[config.mk]
export PLATFORM = sky130hd
export DESIGN_NAME = sio_xcvr
export DESIGN_NICKNAME = d
export VERILOG_FILES = /design/src/rtl/sio_pkg.sv /design/src/rtl/sio_rate_gen.sv /design/src/rtl/sio_edge_sync.sv /design/src/rtl/sio_shifter.sv /design/src/rtl/sio_xcvr.sv
export SDC_FILE = /design/constraint.sdc
export NUM_CORES = 1
export LEC_CHECK = 0
export BUFFER_PORTS_ARGS = -buffer_cell sky130_fd_sc_hd__buf_2
export CORE_MARGIN = 2
export CORE_UTILIZATION = 40
export CTS_CLUSTER_DIAMETER = 120
export CTS_CLUSTER_SIZE = 40
export DETAILED_ROUTE_END_ITERATION = 10
export GPL_ROUTABILITY_DRIVEN = 1
export SLEW_MARGIN = 20
export SYNTH_ARGS = -nofsm -noshare
export SYNTH_HDL_FRONTEND = slang
export SYNTH_SLANG_ARGS = --single-unit
[constraint.sdc]
create_clock -name clk -period 2.4 [get_ports clk]
set_clock_uncertainty 0.05 [all_clocks]
set_input_delay 0.6 -clock clk [delete_from_list [all_inputs] [get_ports clk]]
set_output_delay 0.6 -clock clk [all_outputs]
set_load 0.1 [all_outputs]
[src/rtl/sio_pkg.sv]
package sio_pkg;

  typedef enum logic [1:0] {
    A_CTRL   = 2'd0,
    A_DATA   = 2'd1,
    A_RELOAD = 2'd2,
    A_FLAGS  = 2'd3
  } sio_addr_e;

  localparam int CTRL_EN   = 7;
  localparam int CTRL_GO   = 6;
  localparam int CTRL_MST  = 5;
  localparam int CTRL_LSB  = 4;
  localparam int CTRL_CPOL = 3;
  localparam int CTRL_CPHA = 2;
  localparam int FLG_IRQ   = 0;
  localparam int FLG_OD    = 1;

  typedef struct packed {
    logic       en;
    logic       master;
    logic       lsb_first;
    logic       cpol;
    logic       cpha;
    logic [1:0] rate;
  } sio_cfg_t;

  function automatic int unsigned prescale_div(input logic [1:0] sel);
    case (sel)
      2'd0:    return 1;
      2'd1:    return 8;
      2'd2:    return 16;
      default: return 32;
    endcase
  endfunction

endpackage

[src/rtl/sio_rate_gen.sv]
module sio_rate_gen import sio_pkg::*; #(
  parameter int CNT_W = 8,
  parameter int PRE_W = 6
) (
  input  logic             clk,
  input  logic             rst_n,
  input  logic             run,
  input  logic [1:0]       rate,
  input  logic [CNT_W-1:0] reload,
  output logic             ovf
);
  localparam logic [CNT_W-1:0] CNT_TOP = '1;

  logic [PRE_W-1:0] pcnt;
  logic [CNT_W-1:0] cnt;
  logic             tick;

  assign tick = run && (pcnt == PRE_W'(prescale_div(rate) - 1));
  assign ovf  = tick && (cnt == CNT_TOP);

  always_ff @(posedge clk or negedge rst_n) begin
    if (!rst_n) begin
      pcnt <= '0;
      cnt  <= '0;
    end else if (!run) begin
      pcnt <= '0;
      cnt  <= reload;
    end else begin
      pcnt <= tick ? '0 : pcnt + 1'b1;
      if (tick) cnt <= (cnt == CNT_TOP) ? reload : cnt + 1'b1;
    end
  end

  assert_prescale_bound_R8: assert property (@(posedge clk) disable iff (!rst_n)
    run && $past(run) && tick |-> $past(pcnt) == pcnt - 1'b1 || $past(tick));

endmodule

[src/rtl/sio_edge_sync.sv]
module sio_edge_sync #(
  parameter int STAGES = 2
) (
  input  logic clk,
  input  logic rst_n,
  input  logic sck_i,
  output logic rise,
  output logic fall
);
  logic [STAGES:0] pipe;

  always_ff @(posedge clk or negedge rst_n) begin
    if (!rst_n) pipe <= '0;
    else        pipe <= {pipe[STAGES-1:0], sck_i};
  end

  assign rise =  pipe[STAGES-1] && !pipe[STAGES];
  assign fall = !pipe[STAGES-1] &&  pipe[STAGES];

endmodule

[src/rtl/sio_shifter.sv]
module sio_shifter #(
  parameter int DW = 8
) (
  input  logic          clk,
  input  logic          rst_n,
  input  logic          load,
  input  logic [DW-1:0] tx_byte,
  input  logic          lsb_first,
  input  logic          cpha,
  input  logic          lead,
  input  logic          trail,
  input  logic          si,
  output logic          so,
  output logic [DW-1:0] rx_byte,
  output logic          done
);
  localparam int CW = (DW > 1) ? $clog2(DW) : 1;
  localparam logic [CW-1:0] LAST = CW'(DW - 1);

  logic [DW-1:0] tx_sr, rx_sr, rx_shift;
  logic [CW-1:0] bcnt;
  logic          first, sample_ev, shift_ev;

  assign sample_ev = cpha ? trail : lead;
  assign shift_ev  = cpha ? (lead && !first) : trail;
  assign rx_shift  = lsb_first ? {si, rx_sr[DW-1:1]} : {rx_sr[DW-2:0], si};
  assign rx_byte   = sample_ev ? rx_shift : rx_sr;
  assign done      = trail && (bcnt == LAST);
  assign so        = lsb_first ? tx_sr[0] : tx_sr[DW-1];

  always_ff @(posedge clk or negedge rst_n) begin
    if (!rst_n) begin
      tx_sr <= '0;
      rx_sr <= '0;
      bcnt  <= '0;
      first <= 1'b0;
    end else if (load) begin
      tx_sr <= tx_byte;
      rx_sr <= '0;
      bcnt  <= '0;
      first <= 1'b1;
    end else begin
      if (sample_ev) rx_sr <= rx_shift;
      if (shift_ev)  tx_sr <= lsb_first ? (tx_sr >> 1) : (tx_sr << 1);
      if (lead)      first <= 1'b0;
      if (trail)     bcnt  <= bcnt + 1'b1;
    end
  end

  assert_edges_exclusive_R7: assert property (@(posedge clk) disable iff (!rst_n)
    !(lead && trail));

  assert_lead_before_trail_R7: assert property (@(posedge clk) disable iff (!rst_n)
    trail |-> !first);

  assert_count_cleared_R4: assert property (@(posedge clk) disable iff (!rst_n)
    load |=> bcnt == '0);

endmodule

[src/rtl/sio_xcvr.sv]
module sio_xcvr import sio_pkg::*; #(
  parameter int DW          = 8,
  parameter int CNT_W       = 8,
  parameter int PRE_W       = 6,
  parameter int SYNC_STAGES = 2
) (
  input  logic          clk,
  input  logic          rst_n,
  input  logic          reg_we,
  input  logic [1:0]    reg_addr,
  input  logic [DW-1:0] reg_wdata,
  output logic [DW-1:0] data_q,
  output logic [7:0]    ctrl_q,
  output logic          irq,
  output logic          od_en,
  input  logic          sck_i,
  output logic          sck_o,
  output logic          sck_oe,
  input  logic          si,
  output logic          so
);
  sio_cfg_t         cfg;
  logic             busy, irq_r, od_r, sck_r;
  logic [DW-1:0]    data_r, rx_byte;
  logic [CNT_W-1:0] reload_r;
  logic             wr_ok, go, m_ovf, s_rise, s_fall, lead, trail, done;

  assign wr_ok = reg_we && !busy;
  assign go    = wr_ok && (reg_addr == A_CTRL) && reg_wdata[CTRL_EN] && reg_wdata[CTRL_GO];

  sio_rate_gen #(.CNT_W(CNT_W), .PRE_W(PRE_W)) u_rate (
    .clk(clk), .rst_n(rst_n), .run(busy && cfg.master),
    .rate(cfg.rate), .reload(reload_r), .ovf(m_ovf)
  );

  sio_edge_sync #(.STAGES(SYNC_STAGES)) u_sync (
    .clk(clk), .rst_n(rst_n), .sck_i(sck_i), .rise(s_rise), .fall(s_fall)
  );

  always_comb begin
    lead  = 1'b0;
    trail = 1'b0;
    if (busy) begin
      if (cfg.master) begin
        lead  = m_ovf && (sck_r == cfg.cpol);
        trail = m_ovf && (sck_r != cfg.cpol);
      end else begin
        lead  = cfg.cpol ? s_fall : s_rise;
        trail = cfg.cpol ? s_rise : s_fall;
      end
    end
  end

  sio_shifter #(.DW(DW)) u_shift (
    .clk(clk), .rst_n(rst_n), .load(go), .tx_byte(data_r),
    .lsb_first(cfg.lsb_first), .cpha(cfg.cpha), .lead(lead), .trail(trail),
    .si(si), .so(so), .rx_byte(rx_byte), .done(done)
  );

  always_ff @(posedge clk or negedge rst_n) begin
    if (!rst_n) begin
      cfg      <= '0;
      busy     <= 1'b0;
      data_r   <= '0;
      reload_r <= '0;
      irq_r    <= 1'b0;
      od_r     <= 1'b0;
      sck_r    <= 1'b0;
    end else begin
      if (wr_ok && reg_addr == A_CTRL) begin
        cfg <= '{en:        reg_wdata[CTRL_EN],
                 master:    reg_wdata[CTRL_MST],
                 lsb_first: reg_wdata[CTRL_LSB],
                 cpol:      reg_wdata[CTRL_CPOL],
                 cpha:      reg_wdata[CTRL_CPHA],
                 rate:      reg_wdata[1:0]};
      end
      if (go) begin
        busy  <= 1'b1;
        sck_r <= reg_wdata[CTRL_CPOL];
      end else if (busy && cfg.master && m_ovf) begin
        sck_r <= !sck_r;
      end
      if (wr_ok && reg_addr == A_DATA)   data_r   <= reg_wdata;
      if (wr_ok && reg_addr == A_RELOAD) reload_r <= reg_wdata[CNT_W-1:0];
      if (reg_we && reg_addr == A_FLAGS) begin
        od_r <= reg_wdata[FLG_OD];
        if (reg_wdata[FLG_IRQ]) irq_r <= 1'b0;
      end
      if (done) begin
        busy   <= 1'b0;
        cfg.en <= 1'b0;
        data_r <= rx_byte;
        irq_r  <= 1'b1;
      end
    end
  end

  assign data_q = data_r;
  assign ctrl_q = {cfg.en, busy, cfg.master, cfg.lsb_first, cfg.cpol, cfg.cpha, cfg.rate};
  assign irq    = irq_r;
  assign od_en  = od_r;
  assign sck_o  = (busy && cfg.master) ? sck_r : cfg.cpol;
  assign sck_oe = cfg.master;

  assert_data_hold_R4: assert property (@(posedge clk) disable iff (!rst_n)
    busy && !done |=> $stable(data_r));

  assert_self_disable_R10: assert property (@(posedge clk) disable iff (!rst_n)
    done |=> !busy && !cfg.en);

  assert_irq_cause_R9: assert property (@(posedge clk) disable iff (!rst_n)
    $rose(irq_r) |-> $past(done));

  assert_sck_home_R6: assert property (@(posedge clk) disable iff (!rst_n)
    $fell(busy) && cfg.master |-> sck_r == cfg.cpol);

endmodule

==> impl_metrics.json <==
{
  "outcome": "finished clean",
  "synth_nets": 327,
  "cts.path.max_buffers": 2,
  "cts_setup_buffers": 0,
  "path_class": "reg2out",
  "utilization": 0.484,
  "synthArstFlopShare": 1.00,
  "worst_hold_path_type": "in2async",
  "area_delta_synth_final_pct": 18.1,
  "route.detailed.drc": 0,
  "setup_violations": 0,
  "finalMaxSlewViolations": 0,
  "clockRootBuffer": "clkbuf_8",
  "hpwl_um": 5450,
  "hold_viol_final": 0,
  "arrival_ps": 1670,
  "min_period_ps": 2320,
  "grt_pass1_wl_um": 12200,
  "grt.overflow.total": 0,
  "initial_core_util": 0.410,
  "port_buffers": 35,
  "antenna_found_initial": 0,
  "rows": 33,
  "finalWirelength_um": 7480,
  "ios": 36,
  "cp-start-kind": "flop",
  "grt_util_all_layers": 0.178,
  "die_h_um": 95.5,
  "drt_iter0_markers": 98,
  "fin_setup_tns_ps": 0,
  "drive_gt1_frac": 0.326,
  "path_max_fanout": 10,
  "cts.sinks": 64,
  "startpoint": "busy$_DFFE_PN0P_",
  "reg2reg_depth": 6,
  "cts_tree": "built",
  "hold_buffers": 0,
  "clk_pin_slew_ps": 70,
  "core_um2": 8180,
  "maxCapViolCount": 0,
  "grt_max_degree": 25,
  "wire_per_inst_um": 16.1,
  "ys_ff_latch": 64,
  "synth.top_cell.area_share": 0.478,
  "cts_resized": 0,
  "ys_top_cells_by_count": "64 x dfrtp_1, 30 x mux2_2, 26 x mux2i_1",
  "grt_pass1_vias": 2413,
  "gp_congestion": 0.809,
  "crit_required_ps": 1750,
  "drtPass1Iterations": 6,
  "synth_top_area_cell": "dfrtp_1",
  "slew_headroom": 0.666,
  "viasPerCell": 5.29,
  "syn_area_per_cell_um2": 10.9,
  "vias": 2454,
  "cts_max_level": 3,
  "fp.dieArea_um2": 9120,
  "insertion_delay_ps": 350,
  "hold_ws_ps": 130,
  "diodes": 0,
  "worstReg2RegStart": "u_rate.cnt[0]$_DFFE_PN0P_",
  "syn_area_um2": 3350,
  "syn-instance-count": 308,
  "drtAntennaViolNets": 0,
  "die_w_um": 95.5,
  "synth_ff_type": "dfrtp_1",
  "yosys-top-cells-area": "dfrtp_1 48%, mux2_2 10%, mux2i_1 7.8%",
  "ys_seq_area_frac": 0.478,
  "tightest_slew_ps": 505,
  "place_inst": 448,
  "cts_made_buffers": 9,
  "synth_edf_count": 0,
  "yosysUniqueCellTypes": 50,
  "yosysWarnings": 0,
  "timing.final.crit_share": 0.967,
  "crit_end": "sck_o",
  "yosysMostFrequentCell": "dfrtp_1",
  "fmax_mhz": 431,
  "rrSetupSlack_ps": 120,
  "endpoint_kind": "output port",
  "final_cell_count_no_fill": 464,
  "rsz0062_at_grt": "false",
  "nNetsFinal": 373,
  "r2r_end": "u_shift.tx_sr[4]$_DFFE_PN0P_"
}
worst min path at each step:
| stage | start | to | slack, ps | depth (start not counted) |
|---|---|---|---|---|
| finish | rst_n | u_sync.pipe[0]$_DFF_PN0_ | 130 | 1 |
| global route | rst_n | u_sync.pipe[0]$_DFF_PN0_ | 170 | 1 |
| CTS | rst_n | u_sync.pipe[0]$_DFF_PN0_ | 140 | 1 |
| detailed placement | u_sync.pipe[0]$_DFF_PN0_ | u_sync.pipe[1]$_DFF_PN0_ | 300 | 0 |
| global placement | u_sync.pipe[0]$_DFF_PN0_ | u_sync.pipe[1]$_DFF_PN0_ | 290 | 0 |
| floorplan | rst_n | busy$_DFFE_PN0P_ | 250 | 0 |
sequential cells by signal, summed over array words and instances (netlist names):
name / flops
data_q: 8
reload_r: 8
u_rate.cnt: 8
u_shift.rx_sr: 8
u_shift.tx_sr: 8
ctrl_q: 6
u_rate.pcnt: 6
u_shift.bcnt: 3
u_sync.pipe: 3
busy: 1
irq: 1
od_en: 1
sck_oe: 1
sck_r: 1
u_shift.first: 1
layer usage:
metal | vias to the layer above | share of wire | GRT usage
li1 | 1198 | - | -
met4 | 0 | 0.021 | 0.0845
met2 | 50 | 0.47 | 0.274
met3 | 12 | 0.026 | 0.0277
met5 | - | 0 | 0
met1 | 1194 | 0.48 | 0.246
stage by stage:
stage          cell area, µm²  setup slack, ps
2_1_floorplan            3360             9.06
3_3_place_gp             3730              157
3_5_place_dp             3730              117
4_1_cts                  3950             50.9
5_1_grt                  3960             19.4
6_report                 3960             79.3
cell families (layout without fill, tap and decap cells):
kind of cell    Yosys count  in the layout  share of synthesized area
compound gates           60             60                      0.122
xor+xnor                  7              7                     0.0183
fa+ha+maj                 4              4                     0.0149
buf+inv                  22             73                     0.0321
flops                    64             64                      0.478
mux                      57             57                      0.183
simple gates             94             94                      0.152
layout by cell type, fill, tap and decap left out, drive strengths merged, types with 3 or more instances in the layout:
master / count
nand2: 22
nor3: 6
o211ai: 6
clkinvlp: 3
mux2: 30
and2: 5
o21ai: 21
nor3b: 6
dfrtp: 64
xnor2: 3
inv: 5
a21oi: 15
nand3: 9
mux2i: 27
nand2b: 3
a31oi: 5
and3: 6
clkbuf: 9
xor2: 4
ha: 4
nand4: 3
buf: 52
nor2: 24
layout make-up:
type                    instances  area [µm²]
clock buffers                   9         124
clock inverters                 7        96.3
fillers                       784        4220
inverters                       5        18.8
multi-input cells             222        1650
flip-flops and latches         64        1610
well taps                     105         131
repair buffers                 52         333
worst max-delay path: stages (launching register included):
cell and delay [ps]:
dfrtp_1 500, buf_4 200, nand2_1 90, mux2_2 370, buf_12 170
Power is left out: the tool's default activity adds up to more than one toggle a clock period on the data nets, which glitch-free logic cannot reach.
